[src/rtl/sorter_pkg.sv]
package sorter_pkg;

    typedef enum logic [1:0] {
        ST_COLLECT = 2'd0,
        ST_SERVE   = 2'd1,
        ST_SPENT   = 2'd2
    } flip_state_e;

    // Number of insert lanes: bounded by the memory port width and the list depth.
    function automatic int lanes_for(input int port_width, input int tmax);
        int a;
        int b;
        a = port_width - 1;
        b = tmax - 1;
        return (a < b) ? a : b;
    endfunction

endpackage

[src/rtl/llr_insert_stage.sv]
module llr_insert_stage #(
    parameter int D  = 7,
    parameter int QW = 6,
    parameter int IW = 7,
    parameter int CW = 3
) (
    input  logic [D-1:0][QW-1:0] llr_i,
    input  logic [D-1:0][IW-1:0] idx_i,
    input  logic [CW-1:0]        cnt_i,
    input  logic                 new_vld,
    input  logic [QW-1:0]        new_llr,
    input  logic [IW-1:0]        new_idx,
    output logic [D-1:0][QW-1:0] llr_o,
    output logic [D-1:0][IW-1:0] idx_o,
    output logic [CW-1:0]        cnt_o
);

    // keep_here[i]: slot i is filled and not larger than the newcomer.
    // On a sorted list this is a run of ones from slot 0.
    logic [D-1:0] keep_here;

    generate
        for (genvar i = 0; i < D; i++) begin : g_slot
            assign keep_here[i] = (CW'(i) < cnt_i) && (llr_i[i] <= new_llr);

            if (i == 0) begin : g_head
                always_comb begin
                    if (!new_vld || keep_here[0]) begin
                        llr_o[0] = llr_i[0];
                        idx_o[0] = idx_i[0];
                    end else begin
                        llr_o[0] = new_llr;
                        idx_o[0] = new_idx;
                    end
                end
            end else begin : g_body
                always_comb begin
                    if (!new_vld || keep_here[i]) begin
                        llr_o[i] = llr_i[i];
                        idx_o[i] = idx_i[i];
                    end else if (keep_here[i-1]) begin
                        llr_o[i] = new_llr;
                        idx_o[i] = new_idx;
                    end else begin
                        llr_o[i] = llr_i[i-1];
                        idx_o[i] = idx_i[i-1];
                    end
                end
            end
        end
    endgenerate

    always_comb begin
        cnt_o = cnt_i;
        if (new_vld && !keep_here[D-1] && (cnt_i != CW'(D))) begin
            cnt_o = cnt_i + CW'(1);
        end
    end

endmodule

[src/rtl/llr_sort_list.sv]
module llr_sort_list #(
    parameter int D     = 7,
    parameter int QW    = 6,
    parameter int IW    = 7,
    parameter int CW    = 3,
    parameter int LANES = 3
) (
    input  logic                     clk,
    input  logic                     rst_n,
    input  logic                     wipe,
    input  logic                     accept,
    input  logic [LANES-1:0]         lane_vld,
    input  logic [LANES-1:0][QW-1:0] lane_llr,
    input  logic [LANES-1:0][IW-1:0] lane_idx,
    output logic [D-1:0][QW-1:0]     list_llr,
    output logic [D-1:0][IW-1:0]     list_idx,
    output logic [CW-1:0]            list_cnt
);

    logic [D-1:0][QW-1:0] llr_q;
    logic [D-1:0][IW-1:0] idx_q;
    logic [CW-1:0]        cnt_q;

    logic [D-1:0][QW-1:0] chain_llr [LANES+1];
    logic [D-1:0][IW-1:0] chain_idx [LANES+1];
    logic [CW-1:0]        chain_cnt [LANES+1];

    assign chain_llr[0] = llr_q;
    assign chain_idx[0] = idx_q;
    assign chain_cnt[0] = cnt_q;

    // One stage per lane: lane 0 is inserted first, so it ranks ahead on ties.
    generate
        for (genvar j = 0; j < LANES; j++) begin : g_lane
            llr_insert_stage #(
                .D (D),
                .QW(QW),
                .IW(IW),
                .CW(CW)
            ) u_stage (
                .llr_i  (chain_llr[j]),
                .idx_i  (chain_idx[j]),
                .cnt_i  (chain_cnt[j]),
                .new_vld(lane_vld[j]),
                .new_llr(lane_llr[j]),
                .new_idx(lane_idx[j]),
                .llr_o  (chain_llr[j+1]),
                .idx_o  (chain_idx[j+1]),
                .cnt_o  (chain_cnt[j+1])
            );
        end
    endgenerate

    always_ff @(posedge clk or negedge rst_n) begin
        if (!rst_n) begin
            llr_q <= '0;
            idx_q <= '0;
            cnt_q <= '0;
        end else if (wipe) begin
            llr_q <= '0;
            idx_q <= '0;
            cnt_q <= '0;
        end else if (accept) begin
            llr_q <= chain_llr[LANES];
            idx_q <= chain_idx[LANES];
            cnt_q <= chain_cnt[LANES];
        end
    end

    assign list_llr = llr_q;
    assign list_idx = idx_q;
    assign list_cnt = cnt_q;

endmodule

[src/rtl/llr_flip_sorter.sv]
module llr_flip_sorter #(
    parameter int TMAX  = 8,
    parameter int QW    = 6,
    parameter int KBITS = 128,
    parameter int P     = 4,
    localparam int D     = TMAX - 1,
    localparam int IW    = $clog2(KBITS),
    localparam int CW    = $clog2(D + 1),
    localparam int LANES = sorter_pkg::lanes_for(P, TMAX)
) (
    input  logic                clk,
    input  logic                rst_n,
    input  logic                clr,
    input  logic [LANES-1:0]    ins_vld,
    input  logic [LANES*QW-1:0] ins_llr,
    input  logic [LANES*IW-1:0] ins_idx,
    input  logic                done,
    input  logic                req,
    output logic [CW-1:0]       fill_cnt,
    output logic                rsp_hit,
    output logic                rsp_exh,
    output logic [IW-1:0]       rsp_idx
);
    import sorter_pkg::*;

    localparam int SW = (D > 1) ? $clog2(D) : 1;

    flip_state_e st_q;
    flip_state_e st_d;

    logic                     collecting;
    logic [LANES-1:0][QW-1:0] lane_llr;
    logic [LANES-1:0][IW-1:0] lane_idx;
    logic [D-1:0][QW-1:0]     list_llr;
    logic [D-1:0][IW-1:0]     list_idx;
    logic [CW-1:0]            list_cnt;
    logic [CW-1:0]            rank_q;
    logic                     have_entry;

    generate
        for (genvar j = 0; j < LANES; j++) begin : g_unpack
            assign lane_llr[j] = ins_llr[j*QW +: QW];
            assign lane_idx[j] = ins_idx[j*IW +: IW];
        end
    endgenerate

    assign collecting = (st_q == ST_COLLECT);
    assign have_entry = (rank_q < list_cnt);

    llr_sort_list #(
        .D    (D),
        .QW   (QW),
        .IW   (IW),
        .CW   (CW),
        .LANES(LANES)
    ) u_list (
        .clk     (clk),
        .rst_n   (rst_n),
        .wipe    (clr),
        .accept  (collecting),
        .lane_vld(ins_vld),
        .lane_llr(lane_llr),
        .lane_idx(lane_idx),
        .list_llr(list_llr),
        .list_idx(list_idx),
        .list_cnt(list_cnt)
    );

    // State register
    always_ff @(posedge clk or negedge rst_n) begin
        if (!rst_n) begin
            st_q <= ST_COLLECT;
        end else begin
            st_q <= st_d;
        end
    end

    // Next-state logic
    always_comb begin
        st_d = st_q;
        if (clr) begin
            st_d = ST_COLLECT;                         // CLEAR
        end else begin
            unique case (st_q)
                ST_COLLECT: if (done) st_d = ST_SERVE; // CLOSE
                ST_SERVE: begin
                    if (req) begin
                        if (!have_entry) begin
                            st_d = ST_SPENT;           // EMPTY_REQ
                        end else if (rank_q + CW'(1) >= list_cnt) begin
                            st_d = ST_SPENT;           // LAST_HIT
                        end
                    end
                end
                ST_SPENT:   st_d = ST_SPENT;
                default:    st_d = ST_COLLECT;
            endcase
        end
    end

    // Output and rank register
    always_ff @(posedge clk or negedge rst_n) begin
        if (!rst_n) begin
            rsp_hit <= 1'b0;
            rsp_exh <= 1'b0;
            rsp_idx <= '0;
            rank_q  <= '0;
        end else begin
            rsp_hit <= 1'b0;
            rsp_exh <= 1'b0;
            if (clr) begin
                rank_q <= '0;
            end else begin
                unique case (st_q)
                    ST_COLLECT: rank_q <= '0;
                    ST_SERVE: begin
                        if (req) begin
                            if (have_entry) begin
                                rsp_hit <= 1'b1;
                                rsp_idx <= list_idx[rank_q[SW-1:0]];
                                rank_q  <= rank_q + CW'(1);
                            end else begin
                                rsp_exh <= 1'b1;
                            end
                        end
                    end
                    ST_SPENT:   if (req) rsp_exh <= 1'b1;
                    default:    rank_q <= '0;
                endcase
            end
        end
    end

    assign fill_cnt = list_cnt;

endmodule

[config.mk]
export PLATFORM = sky130hd
export DESIGN_NAME = llr_flip_sorter
export DESIGN_NICKNAME = d
export VERILOG_FILES = /design/src/rtl/sorter_pkg.sv /design/src/rtl/llr_insert_stage.sv /design/src/rtl/llr_sort_list.sv /design/src/rtl/llr_flip_sorter.sv
export SDC_FILE = /design/constraint.sdc
export NUM_CORES = 1
export LEC_CHECK = 0
export ABC_AREA = 1
export BUFFER_PORTS_ARGS = -buffer_cell sky130_fd_sc_hd__buf_2
export CAP_MARGIN = 20
export CORE_ASPECT_RATIO = 0.75
export CORE_MARGIN = 10
export CORE_UTILIZATION = 65
export DETAILED_ROUTE_END_ITERATION = 8
export PLACE_DENSITY_LB_ADDON = 0.2
export SYNTH_ARGS = -nofsm -noshare
export SYNTH_HDL_FRONTEND = slang
export SYNTH_HIERARCHICAL = 1
export SYNTH_SLANG_ARGS = --single-unit
[constraint.sdc]
create_clock -name clk -period 4.75 [get_ports clk]
set_input_delay 0.475 -clock clk [delete_from_list [all_inputs] [get_ports clk]]
set_output_delay 0.475 -clock clk [all_outputs]
set_load 0.01 [all_outputs]
# Yosys cells after proc, flatten, opt, wreduce, memory -nomap -nowiden

Index checks and enable logic that the tools add are counted.

$add $sub $neg: 4
Reductions and logical operators: 60
Equality and inequality tests: 11
Order comparisons: 45
Mux-type cells: 108
Bitwise logic cells: 1

Operator list:

| cell                                                        | count |
|---|---|
| 2-to-1 mux 7 bit                                            | 40 |
| 2-to-1 mux 6 bit                                            | 39 |
| less-or-equal comparator 6 bit                              | 21 |
| 2-to-1 mux 49 bit                                           | 2 |
| 2-to-1 mux 42 bit                                           | 2 |
| logical AND 1 bit                                           | 27 |
| less-than comparator 3 bit (first input constant)           | 9 |
| 2-to-1 mux 3 bit                                            | 8 |
| binary-select mux 7 bit (select 3 bit)                      | 1 |
| logical OR 1 bit                                            | 21 |
| less-than comparator 1 x 3 -> 1 bit (first input constant)  | 6 |
| less-than comparator 2 x 3 -> 1 bit (first input constant)  | 6 |
| inequality test 3 bit (second input constant)               | 6 |
| adder 3 x 1 -> 3 bit (second input constant)                | 4 |
| 2-to-1 mux 2 bit                                            | 5 |
| 2-to-1 mux 1 bit                                            | 8 |
| inequality test 4 bit (second input constant)               | 2 |
| logical NOT 1 bit                                           | 6 |
| one-hot mux 2 bit (3 select lines)                          | 1 |
| one-hot mux 3 bit (2 select lines)                          | 1 |
| AND reduction 3 bit                                         | 2 |
| less-than comparator 3 x 4 -> 1 bit (second input constant) | 1 |
| AND reduction 4 bit                                         | 1 |
| >= comparator 3 bit                                         | 1 |
| 9 further kinds                                             | 9 |

Bits of input ports: 47
Logic and storage cells: 249
Bits in registers: 108
Output and inout port bits: 12

# Longest topological paths before layout

Word-level depth: 20
Gate-level depth with buffers: 44
Gate-level depth less buffers: 41

# Hierarchy

Netlist, hierarchy kept.

Modules (own cells, without submodules):

| module           | sequential area each (sq um) | cells each | times used | area an instance (sq um) |
|---|---|---|---|---|
| llr_insert_stage | 0.0                          | 751        | 3          | 3,762.4 |
| llr_sort_list    | 2,352.3                      | 503        | 1          | 4,414.2 |
| llr_flip_sorter  | 350.3                        | 226        | 1          | 1,351.3 |

# Least setup slack after synthesis

OpenSTA, ideal clock, no wires.

Path type: input to register
Start point: in ins_llr[3]
End point: reg u_list.llr_q, in the netlist u_list/list_llr[25]
Path slack: 598 ps
Library setup time: 117 ps
Arrival time: 4,035 ps
Required time: 4,633 ps
Stages on the path: 39
Cell sequence: inv_1 ha_1 nand2_1 nor2_4 nand2_1 nand3_2 nand2_4 nand2_4 nand2_4 inv_4 buf_6 nand2_1 nand2_1 ha_1 nand2_1 nor2_4 nand2_1 nand3_2 [3 not listed] inv_4 buf_6 nand2_1 nand2_1 ha_1 nand2_1 nor2_4 nand2_1 nand3_2 nand2_4 nand2_4 nand2_4 inv_4 buf_6 nand2_1 nand2_1 nand3_1 nand2_1

RTL lines:

| item                 | line                  | source |
|---|---|---|
| from (decl)          | llr_flip_sorter.sv:15 | `input logic [LANES*QW-1:0] ins_llr,` |
| to (signal assigned) | llr_sort_list.sv:64   | `llr_q <= chain_llr[LANES];` |
| to (decl)            | llr_sort_list.sv:20   | `logic [D-1:0][QW-1:0] llr_q;` |

==> flow_results.org <==
** Worst setup path
- Data on the critical path is required at its endpoint by 5.05 ns.
- The kind of cell with the highest combined delay along the critical path is simple AND/OR/NAND/NOR gates.
- The setup path with the least slack is of type in2reg.
- Counting stages on the worst path, the most repeated cell is sky130_fd_sc_hd__nand2_1.
- The slowest stage of the critical path belongs to the cell sky130_fd_sc_hd__ha_1.
- Register-to-register setup slack :: 0.15 ns
- For the worst setup path, the data arrival time is 4.91 ns.
- The startpoint identified for the worst register-to-register timing path is u_list/list_llr[5]$_DFFE_PN0P_.
- The most critical setup path has its startpoint at ins_llr[4].
- Max stage delay on crit path :: 0.33 ns
- The worst setup path is launched from an input pin.
- The worst setup path is captured at a flop.
- Largest fanout on the critical path :: 13
- Counting both buffers and inverters, the worst setup path holds a total of 6.

** Global routing
- Entering global routing, the biggest net connects 75 pins.
- Global routing used 39.8% of the available tracks.
- The first global-routing pass estimated 102000 µm of wire.
- Antenna violations before repair :: 4
- Vias in the first global route :: 18500
- For this run the aggregate overflow at the end of global routing stands at 0.

** Power and ir drop
- Cell internal power was estimated by the tool at 5.73 mW.
- Summed over all nets, the switching power comes to 8.46 mW.
- Sequential Power Share :: 12.2%
- The clock network is responsible for 5.5% of the overall power.
- Power, Total :: 14.2 mW
- The worst-case IR drop observed on VDD is 0.000669 V.
- In this run the static leakage power is 11.3 nW.
- Fraction of power consumed by combinational cells :: 82.3%
- Switching power share of the total :: 59.6%
- For this design the ratio of total power to cell area is 757 mW/mm².

** Timing
- In the post-route analysis, the smallest setup slack over all paths is 0.144 ns.
- Final max-slew violation count :: 0
- Min Hold Slack :: 0.274 ns
- The final hold violation count was 0.
- Headroom to the max-slew limit came out at 31.8%.
- Fmax :: 217 MHz
- The final critical path takes up 97.0% of the cycle.
- At the pin with the least slew margin, the transition time is 1.02 ns.
- Final setup viols :: 0
- Setup repair after global routing could not meet its margin everywhere.
- Setup TNS :: 0 ns
- Clock skew on the completed layout was measured at 0.00892 ns.
- After layout, the minimum clock period comes to 4.61 ns.

** Logic synthesis
- Synthesis produced a netlist with a net count of 3129.
- The mapped netlist covers 0.0167 mm².
- Synthesis produced 2940 cells.
- A synthesized cell averages 5.69 µm².
- The Yosys step of the flow raised 6 warnings.

** CTS
- Maximum number of buffers from clock root to sink :: 2
- Clock latency on the worst-skew pair, taken at its later pin, is 0.37 ns.
- The tree built by TritonCTS fans out to 108 sinks.
- Htree depth :: 3
- Buffer type at the clock tree root :: sky130_fd_sc_hd__clkbuf_16
- Clock slew at the register clock pins of the worst setup and hold paths :: 0.09 ns
- Clock tree from TritonCTS :: done
- Total CTS buffers :: 9

** Floorplanning
- Measured along the x axis, the die boundary spans 205 µm.
- The initialized floorplan defines 50 standard-cell rows.
- Height of the die :: 159 µm
- Number of top-level pins :: 59
- Core outline area :: 0.0251 mm²
- Once the floorplan was initialized, standard cells occupied 66.6% of the core.
- The die covers 0.0326 mm².

** Drt
- Final Routed Wirelength :: 69100 µm
- The first routing iteration left 4040 violations.
- Average routed wire per standard cell :: 20.3 µm
- After detailed routing, the number of remaining DRC violations is 1.
- In the routed layout, each cell is associated on average with a via count of 6.11.
- Count of nets left with antenna violations after detail routing :: 0
- For this run, the detailed router's first-pass iteration total came to 9.
- Summing over every cut layer, the via total after detailed routing is 20800.

** Min path
- Worst min path class :: in2async

** Place
- The congestion estimate from routability-driven global placement came to 1.13.
- At the placement stage, the worst setup path has a slack of -0.215 ns.
- In this run, placement finished with an instance count of 3365.
- Total of buffers placed on input and output ports :: 58
- Summing all placed instances gives a cell area of 0.0178 mm².
- HPWL after DPL :: 53700 µm

** Status
- Result of the run :: finished with violations
- Failing checks :: design-rule violations

** Layout
- FF/Latch Area :: 0.00271 mm²
- Filler cell count :: 2174
- For this run, the number of standard cells in the final layout without fillers is 3403.
- Core utilization of the finished layout :: 74.5%
- In the final layout, the multi-input gates occupy 0.0123 mm².
- Cells with a size suffix above 1 make up 17.6% of the layout.
- Layout Area Growth over Synthesis :: 12.0%
- The net count of the finished layout is 3245.
- Total non-filler cell area in the finished layout :: 0.0187 mm²

** Run
- Max Cap Violations :: 0
power groups by stage:
stage | clock, mW | combinational [mW] | sequential, mW
finish | 0.778 | 11.7 | 1.74
global route | 0.807 | 12.5 | 1.76
CTS | 0.779 | 10.4 | 1.71
detailed placement | 0 | 10.4 | 1.72
global placement | 0 | 10.1 | 1.72
floorplan | 0 | 7.37 | 1.51
registers in the layout, summed over array words and instances (netlist names):
name,cells
rsp_exh,1
u_list/list_idx,49
u_list/list_llr,42
st_q,2
rank_q,3
u_list/list_cnt,3
rsp_idx,7
rsp_hit,1
area by class of cell:
cell class	count	share of cell area (%)
sequential	108	14.5
clock inverter	6	0.300
antenna	4	0.0534
tap	338	2.26
inverter	175	3.75
timing repair buffer	299	12.5
clock buffer	10	1.22
multi-input combinational	2463	65.5
layout by cell type (no fill, tap or decap), types with 2 or more instances in the layout:
cell type / instances
sky130_fd_sc_hd__nand2_1: 1661
sky130_fd_sc_hd__nand3_1: 396
sky130_fd_sc_hd__buf_4: 215
sky130_fd_sc_hd__inv_1: 139
sky130_fd_sc_hd__ha_1: 132
sky130_fd_sc_hd__dfrtp_1: 99
sky130_fd_sc_hd__buf_2: 57
sky130_fd_sc_hd__nand2_4: 50
sky130_fd_sc_hd__nor2_1: 41
sky130_fd_sc_hd__nand2_2: 33
sky130_fd_sc_hd__nand3_2: 28
sky130_fd_sc_hd__nor2_2: 24
sky130_fd_sc_hd__inv_2: 21
sky130_fd_sc_hd__a21oi_1: 19
sky130_fd_sc_hd__nand4_1: 13
sky130_fd_sc_hd__inv_4: 12
sky130_fd_sc_hd__buf_6: 12
sky130_fd_sc_hd__buf_12: 11
sky130_fd_sc_hd__ha_4: 10
sky130_fd_sc_hd__clkbuf_16: 10
sky130_fd_sc_hd__dfrtp_2: 9
sky130_fd_sc_hd__o21ai_1: 8
sky130_fd_sc_hd__nand2_8: 7
sky130_fd_sc_hd__o21ai_2: 7
sky130_fd_sc_hd__o21ai_0: 6
sky130_fd_sc_hd__nor2_4: 5
sky130_fd_sc_hd__o21ai_4: 5
sky130_fd_sc_hd__diode_2: 4
sky130_fd_sc_hd__or2_0: 4
sky130_fd_sc_hd__clkinv_4: 3
sky130_fd_sc_hd__inv_8: 3
sky130_fd_sc_hd__a21oi_2: 3
sky130_fd_sc_hd__a21oi_4: 3
sky130_fd_sc_hd__o21bai_1: 3
sky130_fd_sc_hd__a21boi_4: 3
sky130_fd_sc_hd__clkinvlp_4: 2
sky130_fd_sc_hd__buf_8: 2
repair_timing:
item	in CTS	in global routing
hold buffers	0	0
endpoints found under the setup margin	16	93
setup buffers	0	15
hold endpoints to repair	0	0
pin swaps	0	19
cloned	0	2
resized for setup	2	103
path summary, 6_finish.rpt:
check | to | depth (start not counted)
worst min-delay path | u_list/list_idx[8]$_DFFE_PN0P_ | 1
max in group asynchronous | u_list/list_llr[35]$_DFFE_PN0P_ | 2
worst min register to register | rsp_idx[2]$_DFFE_PN0P_ | 2
min in group clk | rsp_exh$_DFF_PN0_ | 3
worst max register to register | u_list/list_llr[2]$_DFFE_PN0P_ | 33
worst max-delay path | u_list/list_llr[35]$_DFFE_PN0P_ | 37
routing by layer:
layer | global-route usage [%] | wire [µm] | up-vias
met5 | 0 | 0 | -
met2 | 53.3 | 26400 | 1789
li1 | - | - | 9408
met4 | 17.0 | 3240 | 0
met3 | 16.1 | 13300 | 337
met1 | 54.4 | 26000 | 9264
Note: power is estimated with default switching activity, not from simulation.
